### src/rtl/sdp_pkg.sv
// Package: shared frame receiver state type for the serial debug port.
// Assumes: nothing beyond IEEE 1800-2017.
package sdp_pkg;
    typedef enum logic [1:0] {
        RX_IDLE = 2'd0,
        RX_CTRL = 2'd1,
        RX_LEN  = 2'd2,
        RX_BODY = 2'd3
    } rx_state_e;
endpackage

### src/rtl/sdp_frame_rx.sv
// Module: sdp_frame_rx
// Parses start/control/length/payload frames sampled on the rising edge.
// It issues the execute strobe for long frames and writes the breakpoint
// control bits for short frames with control bit 1.
// Assumes: frames are accepted only while `active` is high at the start bit.
module sdp_frame_rx
    import sdp_pkg::*;
#(
    parameter int          LONG_W     = 32,
    parameter int          SHORT_W    = 7,
    parameter logic [31:0] RET_OPCODE = 32'h4C000064
) (
    input  logic               clk,
    input  logic               rst_n,
    input  logic               sdi,
    input  logic               active,
    output logic               exec_strobe,
    output logic [LONG_W-1:0]  exec_opcode,
    output logic [SHORT_W-1:0] bp_ctrl,
    output logic               body_long,
    output logic               len_long_hit,
    output logic               exit_req
);
    localparam int CNT_W = $clog2(LONG_W);
    localparam logic [CNT_W-1:0] LAST_LONG  = CNT_W'(LONG_W - 1);
    localparam logic [CNT_W-1:0] LAST_SHORT = CNT_W'(SHORT_W - 1);

    rx_state_e          state;
    logic               ctl_bit;
    logic               is_long;
    logic [CNT_W-1:0]   cnt;
    logic [LONG_W-1:0]  sr;
    logic [LONG_W-1:0]  next_word;
    logic               last_bit;
    logic               long_done;
    logic               short_wr;

    // Combine the shift register with the bit being sampled, and detect frame end.
    always_comb begin
        next_word    = {sr[LONG_W-2:0], sdi};
        last_bit     = is_long ? (cnt == LAST_LONG) : (cnt == LAST_SHORT);
        long_done    = (state == RX_BODY) && is_long && last_bit;
        short_wr     = (state == RX_BODY) && !is_long && last_bit && ctl_bit;
        exit_req     = long_done && (next_word == LONG_W'(RET_OPCODE));
        body_long    = (state == RX_BODY) && is_long;
        len_long_hit = (state == RX_LEN) && sdi;
    end

    // Frame sequencing: start bit, then control bit, length bit and payload.
    always_ff @(posedge clk) begin
        if (!rst_n) begin
            state   <= RX_IDLE;
            ctl_bit <= 1'b0;
            is_long <= 1'b0;
            cnt     <= '0;
            sr      <= '0;
        end else begin
            case (state)
                RX_IDLE: if (active && sdi) state <= RX_CTRL;
                RX_CTRL: begin
                    ctl_bit <= sdi;
                    state   <= RX_LEN;
                end
                RX_LEN: begin
                    is_long <= sdi;
                    cnt     <= '0;
                    state   <= RX_BODY;
                end
                RX_BODY: begin
                    sr  <= next_word;
                    cnt <= cnt + 1'b1;
                    if (last_bit) state <= RX_IDLE;
                end
                default: state <= RX_IDLE;
            endcase
        end
    end

    // Execute strobe and opcode toward the core.
    always_ff @(posedge clk) begin
        if (!rst_n) begin
            exec_strobe <= 1'b0;
            exec_opcode <= '0;
        end else begin
            exec_strobe <= long_done;
            if (long_done) exec_opcode <= next_word;
        end
    end

    // Breakpoint control bits written by short frames with control bit 1.
    always_ff @(posedge clk) begin
        if (!rst_n) bp_ctrl <= '0;
        else if (short_wr) bp_ctrl <= next_word[SHORT_W-1:0];
    end

    assert_strobe_one_cycle_R6: assert property (@(posedge clk) disable iff (!rst_n)
        exec_strobe |=> !exec_strobe);

    assert_idle_when_inactive_R3: assert property (@(posedge clk) disable iff (!rst_n)
        (state == RX_IDLE && !active) |=> (state == RX_IDLE));

    assert_bp_only_short_R9: assert property (@(posedge clk) disable iff (!rst_n)
        ($past(rst_n) && !$stable(bp_ctrl)) |-> $past(short_wr));
endmodule

### src/rtl/sdp_dout.sv
// Module: sdp_dout
// Holds the debug data register. It copies the register into an output shifter
// when a long payload begins, and drives sdo on falling edges.
// Assumes: capture never coincides with a shifter load (frames take longer).
module sdp_dout #(
    parameter int LONG_W = 32
) (
    input  logic              clk,
    input  logic              rst_n,
    input  logic              load,
    input  logic              body_long,
    input  logic              capture,
    input  logic [LONG_W-1:0] core_result,
    output logic              sdo
);
    logic [LONG_W-1:0] ddr;
    logic [LONG_W-1:0] dshift;

    // Result capture and output shifter, rising edge.
    always_ff @(posedge clk) begin
        if (!rst_n) begin
            ddr    <= '0;
            dshift <= '0;
        end else begin
            if (capture) ddr <= core_result;
            if (load) dshift <= ddr;
            else if (body_long) dshift <= {dshift[LONG_W-2:0], 1'b0};
        end
    end

    // Serial output launched on the falling edge, zero outside long payloads.
    always_ff @(negedge clk) begin
        if (!rst_n) sdo <= 1'b0;
        else        sdo <= body_long ? dshift[LONG_W-1] : 1'b0;
    end

    assert_capture_result_R8: assert property (@(posedge clk) disable iff (!rst_n)
        capture |=> (ddr == $past(core_result)));
endmodule

### src/rtl/sdp_mode.sv
// Module: sdp_mode
// Debug-mode flag: set by an exception-style event, cleared by the return opcode.
// Assumes: an exit request takes priority over a coincident event.
module sdp_mode (
    input  logic clk,
    input  logic rst_n,
    input  logic enter,
    input  logic exit_req,
    output logic in_debug
);
    // Debug-mode set/clear.
    always_ff @(posedge clk) begin
        if (!rst_n)        in_debug <= 1'b0;
        else if (exit_req) in_debug <= 1'b0;
        else if (enter)    in_debug <= 1'b1;
    end

    assert_enter_by_event_R2: assert property (@(posedge clk) disable iff (!rst_n)
        ($past(rst_n) && $rose(in_debug)) |-> $past(enter));

    assert_exit_by_return_R10: assert property (@(posedge clk) disable iff (!rst_n)
        ($past(rst_n) && $fell(in_debug)) |-> $past(exit_req));
endmodule

### src/rtl/serial_debug_port.sv
// Module: serial_debug_port (top)
// Serial debug port that stuffs 32-bit opcodes into a core and shifts results out.
// Assumes: the core answers on core_result while exec_strobe is high.
module serial_debug_port #(
    parameter int          LONG_W     = 32,
    parameter int          SHORT_W    = 7,
    parameter logic [31:0] RET_OPCODE = 32'h4C000064
) (
    input  logic               dbg_clk,
    input  logic               rst_n,
    input  logic               sdi,
    output logic               sdo,
    input  logic               dbg_event,
    output logic               in_debug,
    output logic               exec_strobe,
    output logic [LONG_W-1:0]  exec_opcode,
    input  logic [LONG_W-1:0]  core_result,
    output logic [SHORT_W-1:0] bp_ctrl
);
    logic body_long;
    logic len_long_hit;
    logic exit_req;

    sdp_frame_rx #(
        .LONG_W     (LONG_W),
        .SHORT_W    (SHORT_W),
        .RET_OPCODE (RET_OPCODE)
    ) u_rx (
        .clk          (dbg_clk),
        .rst_n        (rst_n),
        .sdi          (sdi),
        .active       (in_debug),
        .exec_strobe  (exec_strobe),
        .exec_opcode  (exec_opcode),
        .bp_ctrl      (bp_ctrl),
        .body_long    (body_long),
        .len_long_hit (len_long_hit),
        .exit_req     (exit_req)
    );

    sdp_dout #(
        .LONG_W (LONG_W)
    ) u_dout (
        .clk         (dbg_clk),
        .rst_n       (rst_n),
        .load        (len_long_hit),
        .body_long   (body_long),
        .capture     (exec_strobe),
        .core_result (core_result),
        .sdo         (sdo)
    );

    sdp_mode u_mode (
        .clk      (dbg_clk),
        .rst_n    (rst_n),
        .enter    (dbg_event),
        .exit_req (exit_req),
        .in_debug (in_debug)
    );
endmodule

### config.mk
export PLATFORM = sky130hd
export DESIGN_NAME = serial_debug_port
export DESIGN_NICKNAME = d
export VERILOG_FILES = /design/src/rtl/sdp_pkg.sv /design/src/rtl/sdp_frame_rx.sv /design/src/rtl/sdp_dout.sv /design/src/rtl/sdp_mode.sv /design/src/rtl/serial_debug_port.sv
export SDC_FILE = /design/constraint.sdc
export NUM_CORES = 1
export LEC_CHECK = 0
export BUFFER_PORTS_ARGS = -buffer_cell sky130_fd_sc_hd__buf_2
export CELL_PAD_IN_SITES_DETAIL_PLACEMENT = 2
export CELL_PAD_IN_SITES_GLOBAL_PLACEMENT = 2
export CORE_MARGIN = 1.5
export CORE_UTILIZATION = 40
export DETAILED_ROUTE_END_ITERATION = 10
export HOLD_SLACK_MARGIN = 0.06
export PLACE_DENSITY = 0.82
export SLEW_MARGIN = 0
export SYNTH_ARGS = -nofsm -noshare
export SYNTH_HDL_FRONTEND = slang
export SYNTH_HIERARCHICAL = 1
export SYNTH_SLANG_ARGS = --single-unit
### constraint.sdc
create_clock -name dbg_clk -period 3.2 [get_ports dbg_clk]
set_input_delay 0.64 -clock dbg_clk [delete_from_list [all_inputs] [get_ports dbg_clk]]
set_output_delay 0.64 -clock dbg_clk [all_outputs]
set_load 0.005 [all_outputs]
# After elaboration in Yosys (flattened, before gate mapping)
# Index checks and enable logic that the tools add are counted.
dict set report word_totals {
  register_bits 146
  latch_bits 0
  ramBits 0
  romBits 0
  inputBits 36
  output_inout_bits 42
  n_memories 0
}
dict set report classes {
  add_sub_neg 1
  n_mul 0
  div 0
  n_lt_le_gt_ge 0
  n_eq_ne 8
  n_shift 0
  n_mux 7
  n_bitwise 1
  reduce_logical 15
}
# cell n
set ops {}
lappend ops {{$mux W32} 2}
lappend ops {{$eq A32 B31 Y1 const B} 1}
lappend ops {{$pmux W5 S2} 1}
lappend ops {{$logic_and A1 B1 Y1} 8}
lappend ops {{$pmux W2 S4} 1}
lappend ops {{$add A5 B1 Y5 const B} 1}
lappend ops {{$eq A5 B3 Y1 const B} 1}
lappend ops {{$eq A5 B5 Y1 const B} 1}
lappend ops {{$eq A2 B2 Y1 const B} 2}
lappend ops {{$mux W2} 2}
lappend ops {{$ne A2 B1 Y1 const B} 2}
lappend ops {{$reduce_and A2 Y1} 2}
lappend ops {{$reduce_bool A2 Y1} 2}
lappend ops {{$eq A2 B1 Y1 const B} 1}
lappend ops {{$logic_not A2 Y1} 1}
lappend ops {{$reduce_or A2 Y1} 1}
lappend ops {{$logic_not A1 Y1} 1}
lappend ops {{$mux W1} 1}
lappend ops {{$not A1 Y1} 1}

# Logic depth before layout (Yosys ltp)
# Gate-level depths: netlist (run 1).
dict set report logic_depth {
  ltp_word 5
  depth_mapped 8
  ltp_nobuf 5
}

# Cells and area by module
# The synthesis (run 1) kept the hierarchy.
# mod n_inst cells_per_inst area_each_um2 seq_area_each_um2
set by_module_without_submodules {}
lappend by_module_without_submodules {sdp_frame_rx 1 345 3219.3 1601.5}
lappend by_module_without_submodules {sdp_dout 1 248 2951.6 1301.2}
lappend by_module_without_submodules {sdp_mode 1 3 36.3 20.0}

==> impl_metrics.json, run 1 <==
{
  "status": "finished clean",
  "r2r_slack_ns": 0.57,
  "rows": 45,
  "crit_cells": 1,
  "drv_slew": 0,
  "pwr-share-comb_pct": 10.2,
  "criticalPathCategory": "reg -> out",
  "crit_chain": "buf_2",
  "worstPathRequired_ns": 2.56,
  "pwr-share-clk_pct": 48.2,
  "setup_violations": 0,
  "switching_share_pct": 22.1,
  "route.antenna.remaining_nets": 0,
  "slowest_stage": "dfxtp_1",
  "die_w_um": 128,
  "power.share.sequential_pct": 41.7,
  "worstSetupEndpointType": "output pin",
  "die_h_um": 128,
  "min_path_type": "reg -> reg",
  "cts_made_buffers": 17,
  "io_pins": 78,
  "ys_ff_latch": 146,
  "critPathArrivalTime_ns": 2.46,
  "vias_per_cell": 5.17,
  "endpoint": "sdo",
  "start_util_pct": 40.8,
  "syn_to_final_growth_pct": 18.2,
  "critPathLaunch": "u_dout/sdo",
  "p_int_uw": 3670,
  "tightest_slew_ns": 1.09,
  "rsz0062_at_grt": "no",
  "layout_commonest_cell": "dfxtp_1",
  "post_synth.cell_area_avg_sq_um": 10.4,
  "ff_latch_area_sq_um": 2920,
  "vias": 4422,
  "dp_slack_ns": 0.478,
  "multiInputGateArea_sq_um": 3020,
  "drc": 0,
  "grt_pass1_vias": 4833,
  "post_cts_buffers": 0,
  "power.density_nw_per_um2": 642,
  "io_buffers": 77,
  "dp_hpwl_um": 9440,
  "drtPass1Iterations": 4,
  "startpoint_type": "flop",
  "cts.sinks": 146,
  "htree_num_levels": 4,
  "p_leak_uw": 0.00305,
  "grt_pass1_wl_um": 25100,
  "slew-limit-headroom_pct": 27.4,
  "tritoncts": "done",
  "cts.clk_slew.worst_paths_ns": 0.06,
  "grt_usage_pct": 19.7,
  "grt_max_degree": 125,
  "regToRegEndpoint": "u_dout/sdo",
  "finalNetCount": 697,
  "crit_buf_inv": 1,
  "drt-initial-drc-count": 185,
  "tns_ns": 0,
  "cpPeakStageDelay_ns": 0.29,
  "synth_edf_count": 0,
  "gp_congestion": 0.726,
  "die_area_sq_um": 16300,
  "cap_violations": 0,
  "clk_latency_ns": 0.44,
  "cts_hold_buffers": 0,
  "fin_ws_ns": 0.100,
  "antenna_cells": 0,
  "core_area_sq_um": 15200,
  "ys_types": 40,
  "rr_worst_depth": 4,
  "synthFlopType": "dfxtp_1",
  "async_flop_share_pct": 0,
  "cts-root-buf": "clkbuf_16",
  "ys_seq_area_share_pct": 47.1,
  "syn_area_sq_um": 6210,
  "p_sw_uw": 1040,
  "fillCellCount": 1560,
  "dpl_cell_area_sq_um": 6660,
  "antenna_found_initial": 0,
  "r2r_start": "u_rx/state[0]",
  "ys_warn_count": 6,
  "drt_wl_total_um": 15200,
  "synth_nets": 638,
  "cp_max_fo": 1,
  "crit_family": "flip-flops",
  "cts_resized": 0,
  "synth_cells": 596,
  "clockBufferDepth": 2,
  "hold_violations": 0,
  "layout-drive-gt1-share_pct": 23.4,
  "post-route-cell-area_sq_um": 7340,
  "mostFrequentLayoutCells": "dfxtp_1 (145), buf_2 (76), nor2b_1 (70)",
  "skew_ns": 0.0259,
  "grt_overflow": 0,
  "wl_per_cell_um": 17.8,
  "max-vdd-ir-drop_mv": 0.393
}
-- cell type report --
| type | instances | area share, % |
|---|---|---|
| Sequential cell | 146 | 39.9 |
| Timing Repair Buffer | 87 | 6.31 |
| Inverter | 3 | 0.153 |
| Tap cell | 188 | 3.21 |
| Clock buffer | 22 | 6.46 |
| Clock inverter | 11 | 2.81 |
| Multi-Input combinational cell | 399 | 41.2 |
-- worst min-delay path by stage --
stage / from / slack, ns / depth (start not counted) / end
floorplan: u_dout/ddr[0] / 0.43 / 2 / u_dout/dshift[0]
global placement: u_rx/exec_opcode[15] / 0.44 / 2 / u_rx/exec_opcode[15]
detailed placement: u_dout/ddr[0] / 0.45 / 2 / u_dout/dshift[0]
CTS: u_rx/bp_ctrl[2] / 0.46 / 2 / u_rx/bp_ctrl[2]
global route: core_result[24] / 0.48 / 3 / u_dout/ddr[24]
finish: u_rx/bp_ctrl[2] / 0.46 / 2 / u_rx/bp_ctrl[2]
-- state kept, by name, summed over array words and instances, names as in the netlist --
register          cells
u_dout/dshift        32
u_rx/is_long          1
u_rx/cnt              5
u_rx/ctl_bit          1
u_mode/in_debug       1
u_rx/exec_strobe      1
u_rx/state            2
u_dout/ddr           32
u_rx/sr              31
u_dout/sdo            1
u_rx/exec_opcode     32
u_rx/bp_ctrl          7
-- worst register-to-register path: stages, from the launching register on --
cell and delay [ns]:
dfxtp_1 0.35, ha_2 0.20, nand2_1 0.18, inv_2 0.05, and3_1 0.16
-- per-stage QoR --
step	util (%)	hold WS [ns]	total power, uW	instances
after floorplan	-	0.430	2350	596
after global placement	43.8	0.439	2430	824
after detailed placement	43.8	0.452	2470	824
after CTS	48.3	0.464	4780	856
after global routing	48.3	0.478	4910	856
final	48.3	0.460	4710	856
-- power groups by stage --
stage,sequential [uW],combinational [uW],clock (uW)
global placement,1990,437,3.91
floorplan,1980,364,3.91
finish,1960,479,2270
global route,1970,526,2410
CTS,1960,485,2330
detailed placement,2000,468,3.91
-- per-layer routing --
layer / part of all wire [%] / track usage, % / wire length [um] / vias to the layer above
met5: 0 / 0 / 0 / -
met4: 1.1 / 7.01 / 161 / 0
met3: 2.4 / 4.15 / 368 / 11
met2: 52 / 35.8 / 7930 / 58
met1: 44 / 22.9 / 6780 / 2177
li1: - / - / - / 2176
-- synthesized netlist by cell type (all sizes together), types with 2 or more instances --
cell type	number	area [sq um]
nor2b	70	438
nor4	6	52.6
nand3	41	205
nor3b	2	20.0
a22oi	4	30.0
nand4	3	18.8
ha	6	75.1
o21ai	40	200
o211a	31	310
xnor2	2	17.5
nand2b	17	106
and2	2	12.5
clkbuf	24	90.1
inv	4	15.0
or2b	14	105
nor2	2	7.51
nor4b	2	17.5
buf	23	168
mux2	31	454
mux2i	67	671
dfxtp	146	2920
nand2	48	180
-- cells by family after synthesis --
| kind of cell | Yosys count | share of synthesized area [%] |
|---|---|---|
| adder cells (fa/ha/maj) | 6 | 1.21 |
| multiplexers | 98 | 18.1 |
| AO/OA/AOI/OAI | 80 | 9.35 |
| XOR/XNOR | 3 | 0.423 |
| AND/OR/NAND/NOR | 212 | 19.4 |
| buffers and inverters | 51 | 4.39 |
| flip-flops | 146 | 47.1 |
Power figures use the tool's default switching activity.
==> run 2, diff against run 1 <==
--- a/config.mk
+++ b/config.mk
@@ -6,8 +6,10 @@
 export NUM_CORES = 1
 export LEC_CHECK = 0
 export BUFFER_PORTS_ARGS = -buffer_cell sky130_fd_sc_hd__buf_2
+export CAP_MARGIN = 20
 export CELL_PAD_IN_SITES_DETAIL_PLACEMENT = 2
 export CELL_PAD_IN_SITES_GLOBAL_PLACEMENT = 2
+export CORE_ASPECT_RATIO = 0.8
 export CORE_MARGIN = 1.5
 export CORE_UTILIZATION = 40
 export DETAILED_ROUTE_END_ITERATION = 10
==> impl_metrics.json, run 2 (synthesis results as in run 1) <==
{
  "startpoint_type": "flop",
  "critPathLaunch": "u_dout/sdo",
  "p_leak_uw": 0.00301,
  "p_total_uw": 4390,
  "regToRegEndpoint": "u_dout/sdo",
  "finalNetCount": 696,
  "clockBufferDepth": 2,
  "cts.sinks": 146,
  "dp_hpwl_um": 9370,
  "layout_commonest_cell": "dfxtp_1",
  "vias_per_cell": 5.07,
  "io_buffers": 77,
  "start_util_pct": 41.1,
  "grt_pass1_vias": 4830,
  "crit_cells": 1,
  "criticalPathCategory": "reg -> out",
  "io_pins": 78,
  "mostFrequentLayoutCells": "dfxtp_1 (145), buf_2 (76), nor2b_1 (70)",
  "power.density_nw_per_um2": 604,
  "layout-drive-gt1-share_pct": 23.4,
  "critPathArrivalTime_ns": 2.46,
  "cts_hold_buffers": 0,
  "grt_usage_pct": 19.9,
  "clk_latency_ns": 0.46,
  "setup_violations": 0,
  "slowest_stage": "dfxtp_1",
  "reg_top3": "u_dout/ddr (32), u_dout/dshift (32), u_rx/exec_opcode (32)",
  "cts-root-buf": "clkbuf_16",
  "die_h_um": 114,
  "fin_ws_ns": 0.0994,
  "gp_congestion": 0.716,
  "post_cts_buffers": 0,
  "cts_resized": 0,
  "r2r_slack_ns": 0.59,
  "grt_max_degree": 123,
  "fin_util_pct": 48.2,
  "cts_made_buffers": 17,
  "drt-initial-drc-count": 206,
  "dp_slack_ns": 0.382,
  "crit_buf_inv": 1,
  "grt_pass1_wl_um": 25000,
  "antenna_found_initial": 0,
  "min_path_type": "reg -> reg",
  "syn_to_final_growth_pct": 17.3,
  "die_area_sq_um": 16300,
  "hold_violations": 0,
  "worstSetupEndpointType": "output pin",
  "tns_ns": 0,
  "wl_per_cell_um": 17.3,
  "tritoncts": "done",
  "cap_violations": 0,
  "vias": 4444,
  "endpoint": "sdo",
  "r2r_start": "u_rx/state[1]",
  "core_area_sq_um": 15100,
  "max-vdd-ir-drop_mv": 0.375,
  "die_w_um": 142,
  "crit_chain": "buf_2",
  "drtPass1Iterations": 4,
  "tightest_slew_ns": 0.727,
  "drc": 0,
  "htree_num_levels": 4,
  "status": "finished clean",
  "cts.clk_slew.worst_paths_ns": 0.06,
  "rsz0062_at_grt": "no",
  "skew_ns": 0.0339,
  "antenna_cells": 0,
  "slew-limit-headroom_pct": 51.2,
  "cpPeakStageDelay_ns": 0.29,
  "grt_overflow": 0,
  "cp_max_fo": 1,
  "drv_slew": 0,
  "rows": 40,
  "rr_worst_depth": 4,
  "route.antenna.remaining_nets": 0,
  "drt_wl_total_um": 15200,
  "worstPathRequired_ns": 2.56,
  "crit_family": "flip-flops"
}
[run 2: cell types whose count changed in the layout (fill, tap and decap cells not counted), sizes merged]
cell,previous run,this run
clkinv,3,7
bufinv,6,2
clkinvlp,1,2
clkbuf,22,20
buf,87,86
[run 2: how the worst min path moves through the flow]
| stage | start | end | cells past startpoint |
|---|---|---|---|
| floorplan | u_dout/ddr[0] | u_dout/dshift[0] | 2 |
| detailed placement | u_rx/exec_opcode[30] | u_rx/exec_opcode[30] | 2 |
| finish | u_rx/exec_opcode[30] | u_rx/exec_opcode[30] | 2 |
| global placement | u_rx/exec_opcode[7] | u_rx/exec_opcode[7] | 2 |
| global route | core_result[5] | u_dout/ddr[5] | 3 |
| CTS | u_rx/exec_opcode[30] | u_rx/exec_opcode[30] | 2 |
[run 2: per-layer routing]
layer,vias to the layer above,wire (um),GRT usage (%)
li1,2169,-,-
met1,2201,6800,23.9
met2,58,7750,35.1
met3,16,465,5.10
met4,0,162,6.19
met5,-,0,0
[run 2: power by group]
part           total (uW)  switching [uW]  internal [uW]
sequential           1960            60.2           1900
clock                1960             763           1200
combinational         474             227            247
[run 2: per-stage QoR]
stage	cell area [sq um]	cells	hold WS, ns
finish	7280	876	0.451
CTS	7250	875	0.458
detailed placement	6670	844	0.450
floorplan	6210	596	0.430
global placement	6670	844	0.436
global route	7280	876	0.471
[run 2: layout make-up]
class                      count  area, sq um
clock inverter                12          115
sequential                   146         2920
clock buffer                  20          467
timing repair buffer          86          475
multi-input combinational    399         3020
tap                          210          263
inverter                       3         11.3
fill                        1586         7840
